$ cat src/rtl/ladder_pkg.sv
package ladder_pkg;

  typedef enum logic [3:0] {
    OP_CONTACT      = 4'd0,
    OP_CONTACT_INV  = 4'd1,
    OP_INVERT       = 4'd2,
    OP_ALL          = 4'd3,
    OP_ANY          = 4'd4,
    OP_PARITY       = 4'd5,
    OP_DRIVE        = 4'd6,
    OP_DRIVE_INV    = 4'd7,
    OP_SET          = 4'd8,
    OP_CLEAR        = 4'd9,
    OP_LATCH_SETWIN = 4'd10,
    OP_LATCH_CLRWIN = 4'd11,
    OP_PULSE_UP     = 4'd12,
    OP_PULSE_DOWN   = 4'd13
  } op_e;

  // set has priority over reset
  function automatic logic latch_setwin(input logic s, input logic r, input logic q);
    return s | (q & ~r);
  endfunction

  // reset has priority over set
  function automatic logic latch_clrwin(input logic s, input logic r, input logic q);
    return ~r & (s | q);
  endfunction

  function automatic logic pulse_up(input logic d, input logic prev);
    return d & ~prev;
  endfunction

  function automatic logic pulse_down(input logic d, input logic prev);
    return ~d & prev;
  endfunction

endpackage

$ cat src/rtl/ladder_decode.sv
module ladder_decode
  import ladder_pkg::*;
#(
  parameter int LEN_W = 5
) (
  input  logic [3:0]       op,
  input  logic [LEN_W-1:0] len,
  output logic             op_known,
  output logic             list_short,
  output logic             err
);

  localparam logic [3:0] LAST_OP = 4'(OP_PULSE_DOWN);

  assign op_known   = (op <= LAST_OP);
  assign list_short = (op == 4'(OP_PARITY)) && (len < LEN_W'(2));
  assign err        = ~op_known | list_short;

endmodule

$ cat src/rtl/ladder_alu.sv
module ladder_alu
  import ladder_pkg::*;
#(
  parameter int IN_W  = 16,
  parameter int LEN_W = 5
) (
  input  logic [3:0]       op,
  input  logic [IN_W-1:0]  bits,
  input  logic [LEN_W-1:0] len,
  input  logic             cur_out,
  input  logic             cur_mem,
  output logic             nxt_out,
  output logic             nxt_mem
);

  logic [IN_W-1:0] active;

  generate
    for (genvar i = 0; i < IN_W; i++) begin : g_mask
      assign active[i] = (len > LEN_W'(i));
    end
  endgenerate

  logic all_set, any_set, parity;
  assign all_set = &(bits | ~active);
  assign any_set = |(bits & active);
  assign parity  = ^(bits & active);

  logic d0, d1;
  assign d0 = bits[0];
  assign d1 = bits[1];

  always_comb begin
    nxt_out = cur_out;
    nxt_mem = cur_mem;
    case (op)
      OP_CONTACT:      nxt_out = d0;
      OP_CONTACT_INV:  nxt_out = ~d0;
      OP_INVERT:       nxt_out = ~d0;
      OP_ALL:          nxt_out = all_set;
      OP_ANY:          nxt_out = any_set;
      OP_PARITY:       nxt_out = parity;
      OP_DRIVE:        nxt_out = d0;
      OP_DRIVE_INV:    nxt_out = ~d0;
      OP_SET:          nxt_out = d0 | cur_out;
      OP_CLEAR:        nxt_out = ~d0 & cur_out;
      OP_LATCH_SETWIN: nxt_out = latch_setwin(d0, d1, cur_out);
      OP_LATCH_CLRWIN: nxt_out = latch_clrwin(d0, d1, cur_out);
      OP_PULSE_UP: begin
        nxt_out = pulse_up(d0, cur_mem);
        nxt_mem = d0;
      end
      OP_PULSE_DOWN: begin
        nxt_out = pulse_down(d0, cur_mem);
        nxt_mem = d0;
      end
      default: begin
        nxt_out = cur_out;
        nxt_mem = cur_mem;
      end
    endcase
  end

endmodule

$ cat src/rtl/ladder_slots.sv
module ladder_slots #(
  parameter int SLOTS  = 16,
  parameter int ADDR_W = 4
) (
  input  logic              clk,
  input  logic              rst_n,
  input  logic              wr_en,
  input  logic [ADDR_W-1:0] addr,
  input  logic              wr_out,
  input  logic              wr_mem,
  output logic              rd_out,
  output logic              rd_mem
);

  logic [SLOTS-1:0] out_q;
  logic [SLOTS-1:0] mem_q;

  generate
    for (genvar s = 0; s < SLOTS; s++) begin : g_slot
      always_ff @(posedge clk) begin
        if (!rst_n) begin
          out_q[s] <= 1'b0;
          mem_q[s] <= 1'b0;
        end else if (wr_en && (addr == ADDR_W'(s))) begin
          out_q[s] <= wr_out;
          mem_q[s] <= wr_mem;
        end
      end
    end
  endgenerate

  assign rd_out = out_q[addr];
  assign rd_mem = mem_q[addr];

endmodule

$ cat src/rtl/ladder_eval.sv
module ladder_eval
  import ladder_pkg::*;
#(
  parameter int IN_W  = 16,
  parameter int SLOTS = 16,
  parameter int ADDR_W = $clog2(SLOTS),
  parameter int LEN_W  = $clog2(IN_W + 1)
) (
  input  logic              clk,
  input  logic              rst_n,
  input  logic              step_valid,
  input  logic [3:0]        step_op,
  input  logic [ADDR_W-1:0] step_addr,
  input  logic [IN_W-1:0]   step_bits,
  input  logic [LEN_W-1:0]  step_len,
  output logic              res_valid,
  output logic              res_out,
  output logic              res_mem,
  output logic              res_err
);

  // named internal events used by the bound checker
  logic cur_out, cur_mem;
  logic nxt_out, nxt_mem;
  logic op_known, list_short, err_now;
  logic commit;

  ladder_decode #(.LEN_W(LEN_W)) u_dec (
    .op(step_op), .len(step_len),
    .op_known(op_known), .list_short(list_short), .err(err_now)
  );

  ladder_alu #(.IN_W(IN_W), .LEN_W(LEN_W)) u_alu (
    .op(step_op), .bits(step_bits), .len(step_len),
    .cur_out(cur_out), .cur_mem(cur_mem),
    .nxt_out(nxt_out), .nxt_mem(nxt_mem)
  );

  assign commit = step_valid & ~err_now;

  ladder_slots #(.SLOTS(SLOTS), .ADDR_W(ADDR_W)) u_slots (
    .clk(clk), .rst_n(rst_n), .wr_en(commit), .addr(step_addr),
    .wr_out(nxt_out), .wr_mem(nxt_mem),
    .rd_out(cur_out), .rd_mem(cur_mem)
  );

  always_ff @(posedge clk) begin
    if (!rst_n) begin
      res_valid <= 1'b0;
      res_out   <= 1'b0;
      res_mem   <= 1'b0;
      res_err   <= 1'b0;
    end else begin
      res_valid <= step_valid;
      if (step_valid) begin
        res_err <= err_now;
        res_out <= err_now ? cur_out : nxt_out;
        res_mem <= err_now ? cur_mem : nxt_mem;
      end
    end
  end

endmodule

$ cat config.mk
export PLATFORM = sky130hd
export DESIGN_NAME = ladder_eval
export DESIGN_NICKNAME = d
export VERILOG_FILES = /design/src/rtl/ladder_pkg.sv /design/src/rtl/ladder_decode.sv /design/src/rtl/ladder_alu.sv /design/src/rtl/ladder_slots.sv /design/src/rtl/ladder_eval.sv
export SDC_FILE = /design/constraint.sdc
export NUM_CORES = 1
export LEC_CHECK = 0
export CELL_PAD_IN_SITES_DETAIL_PLACEMENT = 0
export CELL_PAD_IN_SITES_GLOBAL_PLACEMENT = 1
export CORE_MARGIN = 1
export CORE_UTILIZATION = 45
export DETAILED_ROUTE_END_ITERATION = 12
export GPL_TIMING_DRIVEN = 0
export PLACE_DENSITY_LB_ADDON = 0.1
export SETUP_SLACK_MARGIN = 0.02
export SYNTH_ARGS = -nofsm -noshare
export SYNTH_HDL_FRONTEND = slang
export SYNTH_SLANG_ARGS = --single-unit
export TNS_END_PERCENT = 1
$ cat constraint.sdc
create_clock -name clk -period 5.9 [get_ports clk]
set_input_delay 1.18 -clock clk [delete_from_list [all_inputs] [get_ports clk]]
set_output_delay 1.18 -clock clk [all_outputs]
set_load 0.005 [all_outputs]
# ---- Yosys cells after proc, flatten, opt, wreduce, memory -nomap -nowiden
# Index checks and enable logic that the tools add are counted.
dict set report totals {
  mem_count 0
  out_inout_bits 4
  regBits 36
  latch_bits 0
  mem_bits_rw 0
  word_cells 133
  romBits 0
  input_bits 32
}
dict set report op_classes {
  n_lt_le_gt_ge 19
  reduce_logical 25
  n_bitwise 17
  add_sub_neg 0
  n_mul 0
  muxes 8
  n_eq_ne 28
  shift 0
  n_div 0
}
# cell n
set op_table {}
lappend op_table {{$eq 4x4->1 const B} 14}
lappend op_table {{$gt 5x4->1 const B} 8}
lappend op_table {{$eq 4x3->1 const B} 8}
lappend op_table {{$gt 5x3->1 const B} 4}
lappend op_table {{$logic_and 1x1->1} 17}
lappend op_table {{$and 16x16->16} 1}
lappend op_table {{$eq 4x2->1 const B} 4}
lappend op_table {{$not 16->16} 1}
lappend op_table {{$or 16x16->16} 1}
lappend op_table {{$reduce_and 16->1} 1}
lappend op_table {{$reduce_or 16->1} 1}
lappend op_table {{$reduce_xor 16->1} 1}
lappend op_table {{$pmux 1 s11} 1}
lappend op_table {{$gt 5x1->1 const B} 2}
lappend op_table {{$gt 5x2->1 const B} 2}
lappend op_table {{$bmux 1 s4} 2}
lappend op_table {{$eq 4x1->1 const B} 2}
lappend op_table {{$logic_not 4->1} 2}
lappend op_table {{$and 1x1->1} 6}
lappend op_table {{$lt 4x5->1 const B} 1}
lappend op_table {{$lt 5x2->1 const B} 1}
lappend op_table {{$mux 1} 5}
lappend op_table {{$not 1->1} 5}
lappend op_table {{$le 4x4->1 const B} 1}
lappend op_table {{3 further kinds} 6}

# ---- Longest topological paths before layout
# Gate-level depths: netlist of the first run.
dict set report logic_depth {
  depth_word 6
  mapped_depth 14
  ltp_nobuf 11
}

# ---- Modules after synthesis
# Synthesis of the first run repeated with hierarchy kept, for this count alone.
dict set report hier_totals {
  hier_cells 314
  hier_area_um2 2620.0
}
# mod area_per_inst_um2 cells_per_inst instances
set modules_own_cells {}
lappend modules_own_cells {ladder_slots 1682.9 183 1}
lappend modules_own_cells {ladder_alu 733.2 112 1}
lappend modules_own_cells {ladder_eval 152.6 14 1}
lappend modules_own_cells {ladder_decode 51.3 5 1}

# ---- Worst setup path after synthesis of the first run
# Ideal clock, no wire load.
dict set report synth_path {
  kind {input to register}
  startpoint {input port step_len[3]}
  endpoint {register u_slots.out_q[0]}
  arrival_time_ps 3596
  t_required_ps 5783
  path_slack_ps 2187
  cell_stages 14
  path_cell_list {buf_6 > or2_1 > buf_2 > or3_4 > o21ai_0 > ha_1 > xnor2_1 > xnor2_1 > xnor2_1 > a41oi_1 > o21ai_1 > nor3_4 > buf_6 > a21oi_1}
}
dict set report synth_between {
  elab_chain_cells 6
}
# item line
set synth_rtl {}
lappend synth_rtl {{from (decl)} ladder_eval.sv:15} ;# input logic [LEN_W-1:0] step_len,
lappend synth_rtl {{branches (longest 6 deep; another with $gt 5x1->1)} n/a}
lappend synth_rtl {{to (signal, indexed assignment)} ladder_slots.sv:25} ;# out_q[s] <= wr_out;
lappend synth_rtl {{to (decl)} ladder_slots.sv:15} ;# logic [SLOTS-1:0] out_q;
# Parallel ways; which one is timed is not known.
# A chain may end at the register's enable or synchronous reset.

# ---- Final worst setup path of the first run
dict set report layout_path {
  startpoint {input port step_len[4]}
  endpoint {register u_slots.out_q[3]}
}
# Same word-level chain as after synthesis.

==> metrics.yaml, run 1 <==
outcome: "completed"
path_clk_slew_ps: 70
rsz0062_at_grt: "no"
combPwrFrac_pct: 24.8
p_sw_mw: 0.159
cts_made_buffers: 5
die_w_um: 76.6
p_seq_share_pct: 45.1
die-area_um2: 5870
rr_startpoint: "u_slots.out_q[12]"
synth.top_cell.area_share_pct: 28.8
clk_path_buf_depth: 2
grt_pass1_vias: 2074
post_cts.repair.setup_buffers: 0
syn_area_um2: 2500
period_minus_slack_ps: 4210
vias: 2199
critPathLaunch: "step_len[4]"
r2r-end: "u_slots.out_q[3]"
cap_violations: 0
layout.cells.non_filler: 384
switching_share_pct: 28.9
cts-resized-gates: 0
fmax_mhz: 238
fill_cells: 536
grt_pass1_wl_um: 10400
cp_data_arrival_time_ps: 4390
final.setup.tns_ps: 0
dp_cells: 377
r2r_slack_ps: 3680
max_slew_margin_pct: 69.8
cts_hold_buffers: 0
synth_fp_nets: 320
final_cell_mix: "dfxtp_1, clkdlybuf4s50_1, o21ai_0"
vias_per_cell: 5.73
drt_wl_total_um: 6150
port_buffers: 27
wl_per_cell_um: 16.0
grt-ovfl-total: 0
setup.worst_path.end_class: "flop"
worstHoldStart: "res_out"
critPathMaxStageDelay_ps: 520
ys_dominant_reg_cell: "dfxtp_1"
drt_iter0_drc: 163
clkSinkCount: 36
ys_seq_area_share_pct: 28.8
antenna_found_initial: 0
yosys_warnings: 0
dp_hpwl_um: 4730
worst_hold_slack_ps: 485
p_clk_share_pct: 30.1
synth_area_leaders: "dfxtp_1, mux4_2, mux2i_1"
coreArea_um2: 5240
placed_area_um2: 2860
root_buffer: "clkbuf_8"
p_per_area_nw_per_um2: 187
crit_path_cell_trace: "clkdlybuf4s50_1 -> or2_1 -> buf_2 -> or3_4 -> o21ai_0 -> ha_1 -> xnor2_1 -> xnor2_1 -> xnor2_1 -> a41oi_1 -> o21ai_1 -> nor3_4 -> buf_6 -> a21oi_1"
clk_latency_ps: 290
critPathKind: "in -> reg"
syn_to_final_growth_pct: 17.4
fin_crit_sh_pct: 71.4
globalRouteTotalUtil_pct: 22.7
die_h_um: 76.6
cellLeakagePower_nw: 1.03
worstPathRequired_ps: 6080
yosys.area.top_type: "dfxtp_1"
cts_tree: "built"
postSynth.asyncResetShare_pct: 0
cp_max_fo: 10
antenna_cells: 0
final_common_cell: "dfxtp_1"
grt_max_degree: 11
place_congestion: 0.842
placementRows: 26
slowest_stage: "clkdlybuf4s50_1"
cp-endpoint: "u_slots.out_q[3]"
critPathLaunchType: "primary input"
min_path_type: "reg -> reg"
setup_violations: 0
first_pass_iters: 5
antenna_left: 0
reg2reg_depth: 7
cpMostUsedCell: "xnor2_1"
avgSynthCellArea_um2: 8.95
drive_gt1_share_pct: 13.1
yosysUniqueCellTypes: 54
synth.ff_latch_count: 36
initial_core_util_pct: 47.8
synthCells: 280
finalHoldViolations: 0
peakVddDrop_mv: 0.144
final_nets: 354
internal_power_mw: 0.392
slew_violations: 0
final_area_um2: 2940
io_pins: 36
drcViolationCount: 0
finClkSkew_ps: 9.45
h-tree-depth: 2
synth_edf_count: 0
worst_pin_slew_ps: 453
==> critical path, delay by kind of cell <==
family | cells | cell delay (ps)
AOI/OAI and AO/OA | 4 | 580
buffers and inverters | 3 | 880
xor gates and xnor gates | 3 | 430
and+or+nand+nor | 3 | 1030
adders and majority gates | 1 | 270
==> synthesized netlist by cell type, drive strengths merged, types with 2 or more instances <==
library cell  number
nor2b             21
nor3               3
nand2             17
nor3b              3
mux4               8
mux2i             16
nand3              2
buf               11
a21boi             3
ha                 8
a22o               2
and2               4
inv                5
nand4              5
o21ai             34
nor4               3
o32ai              2
a31oi              2
clkbuf            10
dfxtp             36
o311ai             3
and3              14
nor2              14
and4               5
a22oi              3
a21oi             21
xnor2              7
or3                2
==> per-layer routing <==
layer	share of wire [%]	GRT usage [%]
met5	0	0
met1	50	33.4
met2	43	32.5
met4	1.3	7.88
met3	5.1	4.43
==> power by group through the flow <==
| stage | clock network (mW) | logic [mW] | registers, mW |
|---|---|---|---|
| global route | 0.181 | 0.150 | 0.249 |
| global placement | 0 | 0.136 | 0.254 |
| CTS | 0.169 | 0.137 | 0.249 |
| finish | 0.166 | 0.137 | 0.249 |
| detailed placement | 0 | 0.136 | 0.254 |
| floorplan | 0 | 0.0914 | 0.254 |
==> stage by stage <==
stage / utilization (%) / total power, mW / setup slack (ps)
floorplan: - / 0.345 / 2190
global placement: 54.7 / 0.390 / 1410
CTS: 56.1 / 0.554 / 1680
global route: 56.1 / 0.581 / 1510
detailed placement: 54.7 / 0.391 / 1380
finish: 56.1 / 0.551 / 1690
==> how the worst min path moves through the flow <==
stage	end	depth (start not counted)	slack (ps)
after floorplan	res_err	2	470
after global placement	res_err	2	460
after detailed placement	res_out	2	470
after CTS	res_err	2	490
after global routing	res_err	2	520
final	res_out	2	490
==> registers in the layout, summed over array words and instances (netlist names) <==
signal	flops
u_slots.mem_q	16
u_slots.out_q	16
res_err	1
res_mem	1
res_out	1
res_valid	1
==> cells by family (layout without fill, tap and decap cells) <==
| logic type | count (synthesis) | after routing | share of synthesized area (%) |
|---|---|---|---|
| AO/OA/AOI/OAI | 80 | 80 | 20.6 |
| flip-flops | 36 | 36 | 28.8 |
| XOR/XNOR | 8 | 8 | 2.80 |
| adder cells (fa/ha/maj) | 8 | 8 | 4.00 |
| buffers and inverters | 26 | 60 | 5.69 |
| multiplexers | 25 | 25 | 14.0 |
| AND/OR/NAND/NOR | 97 | 97 | 24.1 |
==> final cells by class <==
type / instances / area [um^2] / share of cell area [%]
multi-input combinational: 218 / 1640 / 55.8
tap: 70 / 87.6 / 2.98
inverter: 5 / 18.8 / 0.638
sequential: 36 / 721 / 24.5
buffer: 21 / 124 / 4.21
clock inverter: 1 / 5.00 / 0.170
clock buffer: 6 / 72.6 / 2.47
timing repair buffer: 27 / 270 / 9.19
Power figures use the tool's default switching activity.
==> run 2, diff against run 1 <==
--- a/config.mk
+++ b/config.mk
@@ -8,7 +8,7 @@
 export CELL_PAD_IN_SITES_DETAIL_PLACEMENT = 0
 export CELL_PAD_IN_SITES_GLOBAL_PLACEMENT = 1
 export CORE_MARGIN = 1
-export CORE_UTILIZATION = 45
+export CORE_UTILIZATION = 38
 export DETAILED_ROUTE_END_ITERATION = 12
 export GPL_TIMING_DRIVEN = 0
 export PLACE_DENSITY_LB_ADDON = 0.1
==> constraint.sdc (replaced) <==
create_clock -name clk -period 3.5 [get_ports clk]
set_input_delay 0.7 -clock clk [delete_from_list [all_inputs] [get_ports clk]]
set_output_delay 0.7 -clock clk [all_outputs]
set_load 0.005 [all_outputs]
==> metrics.yaml, run 2 (same netlist as run 1, synthesis figures left out) <==
worst_hold_slack_ps: 478
combPwrFrac_pct: 23.5
fin_crit_sh_pct: 94.8
internal_power_mw: 0.788
final_cell_mix: "dfxtp_1, clkdlybuf4s50_1, o21ai_0"
place_congestion: 0.844
die_h_um: 83.2
rr_startpoint: "u_slots.mem_q[14]"
grt_pass1_wl_um: 10800
cp-endpoint: "u_slots.out_q[13]"
slew_violations: 0
p_per_area_nw_per_um2: 352
p_seq_share_pct: 39.1
drt_iter0_drc: 102
top_regs: "u_slots.mem_q: 16 flops, u_slots.out_q: 16 flops"
switching_share_pct: 26.4
setup.worst_path.end_class: "flop"
worstPathRequired_ps: 3680
cp_data_arrival_time_ps: 3500
drive_gt1_share_pct: 15.4
antenna_found_initial: 0
placementRows: 29
h-tree-depth: 2
outcome: "completed"
clk_latency_ps: 290
wl_per_cell_um: 16.5
path_clk_slew_ps: 70
first_pass_iters: 5
port_buffers: 27
critPathLaunchType: "primary input"
fill_cells: 627
antenna_left: 0
preCtsSetupSlack_ps: -622
fmax_mhz: 301
max_slew_margin_pct: 68.2
multiInputGateArea_um2: 1650
vias: 2174
period_minus_slack_ps: 3320
root_buffer: "clkbuf_8"
dp_hpwl_um: 4940
clkSinkCount: 36
critPathLaunch: "step_len[4]"
vias_per_cell: 5.49
setup_violations: 0
clk_path_buf_depth: 2
final_nets: 358
die-area_um2: 6920
layout.cells.non_filler: 396
finalHoldViolations: 0
io_pins: 36
ff_latch_area_um2: 721
final_common_cell: "dfxtp_1"
cellLeakagePower_nw: 1.09
worst_pin_slew_ps: 477
drt_wl_total_um: 6550
finClkSkew_ps: 12.4
coreArea_um2: 6350
p_clk_share_pct: 37.3
cts_tree: "built"
peakVddDrop_mv: 0.191
grt-ovfl-total: 0
cap_violations: 0
r2r-end: "u_slots.mem_q[8]"
die_w_um: 83.2
drcViolationCount: 0
antenna_cells: 0
dp_cells: 384
globalRouteTotalUtil_pct: 19.6
fin_ws_ps: 183
grt_pass1_vias: 2084
syn_to_final_growth_pct: 21.4
cp_max_fo: 8
r2r_slack_ps: 1360
p_sw_mw: 0.283
grt_max_degree: 12
cts_made_buffers: 5
min_path_type: "reg -> reg"
critPathKind: "in -> reg"
rsz0062_at_grt: "no"
initial_core_util_pct: 39.4
hold_path_depth: 2
reg2reg_depth: 7
## run 2: how the worst min path moves through the flow
| stage | slack, ps | to | startpoint |
|---|---|---|---|
| after floorplan | 470 | res_err | res_err |
| after global placement | 460 | res_err | res_err |
| after detailed placement | 470 | res_err | res_err |
| after CTS | 480 | res_err | res_err |
| after global routing | 500 | res_mem | res_mem |
| final | 480 | res_err | res_err |
## run 2: critical path, stage by stage
cell	delay (ps)
dlygate4sd2_1	310
or2_1	240
buf_2	160
or3_4	380
o21ai_1	140
ha_1	250
xnor2_1	170
xnor2_1	150
xnor2_1	100
a41oi_1	240
o21ai_2	100
nor3_4	170
buf_4	170
buf_6	140
a21oi_1	60
## run 2: layout make-up
type / count / area share (%)
multi-input cells: 218 / 54.1
flip-flops and latches: 36 / 23.7
repair buffers: 31 / 10.2
plain buffers: 21 / 4.11
clock buffers: 7 / 3.17
well taps: 77 / 3.17
clock inverters: 1 / 0.987
inverters: 5 / 0.617
## run 2: power by group through the flow
stage | combinational [mW] | sequential, mW | clock (mW)
global placement | 0.236 | 0.428 | 0
detailed placement | 0.237 | 0.428 | 0
finish | 0.252 | 0.419 | 0.400
global route | 0.276 | 0.420 | 0.430
floorplan | 0.154 | 0.428 | 0
CTS | 0.242 | 0.419 | 0.405
## run 2: layer usage
metal,vias up,GRT usage [%],part of all wire (%)
met5,-,0,0
met4,0,2.82,0.53
met3,4,4.57,4.0
met2,49,30.0,44
met1,1014,28.7,51
li1,1107,-,-
## run 2: repair_timing
action,in CTS,in global routing
hold buffers,0,0
buffers inserted,2,1
pin swaps,1,3
gates resized for setup,1,10
endpoints found under the hold margin,0,0
setup endpoints to repair,17,17
cloned,0,1
## run 2: through the flow
| stage | power, mW | cell area (um^2) | TNS [ps] | utilization [%] |
|---|---|---|---|---|
| global route | 1.13 | 3040 | 0 | 47.9 |
| finish | 1.07 | 3040 | 0 | 47.9 |
| detailed placement | 0.665 | 2870 | -9230 | 45.2 |
| global placement | 0.664 | 2870 | -7970 | 45.2 |
| floorplan | 0.582 | 2500 | 0 | - |
| CTS | 1.07 | 3010 | 0 | 47.4 |
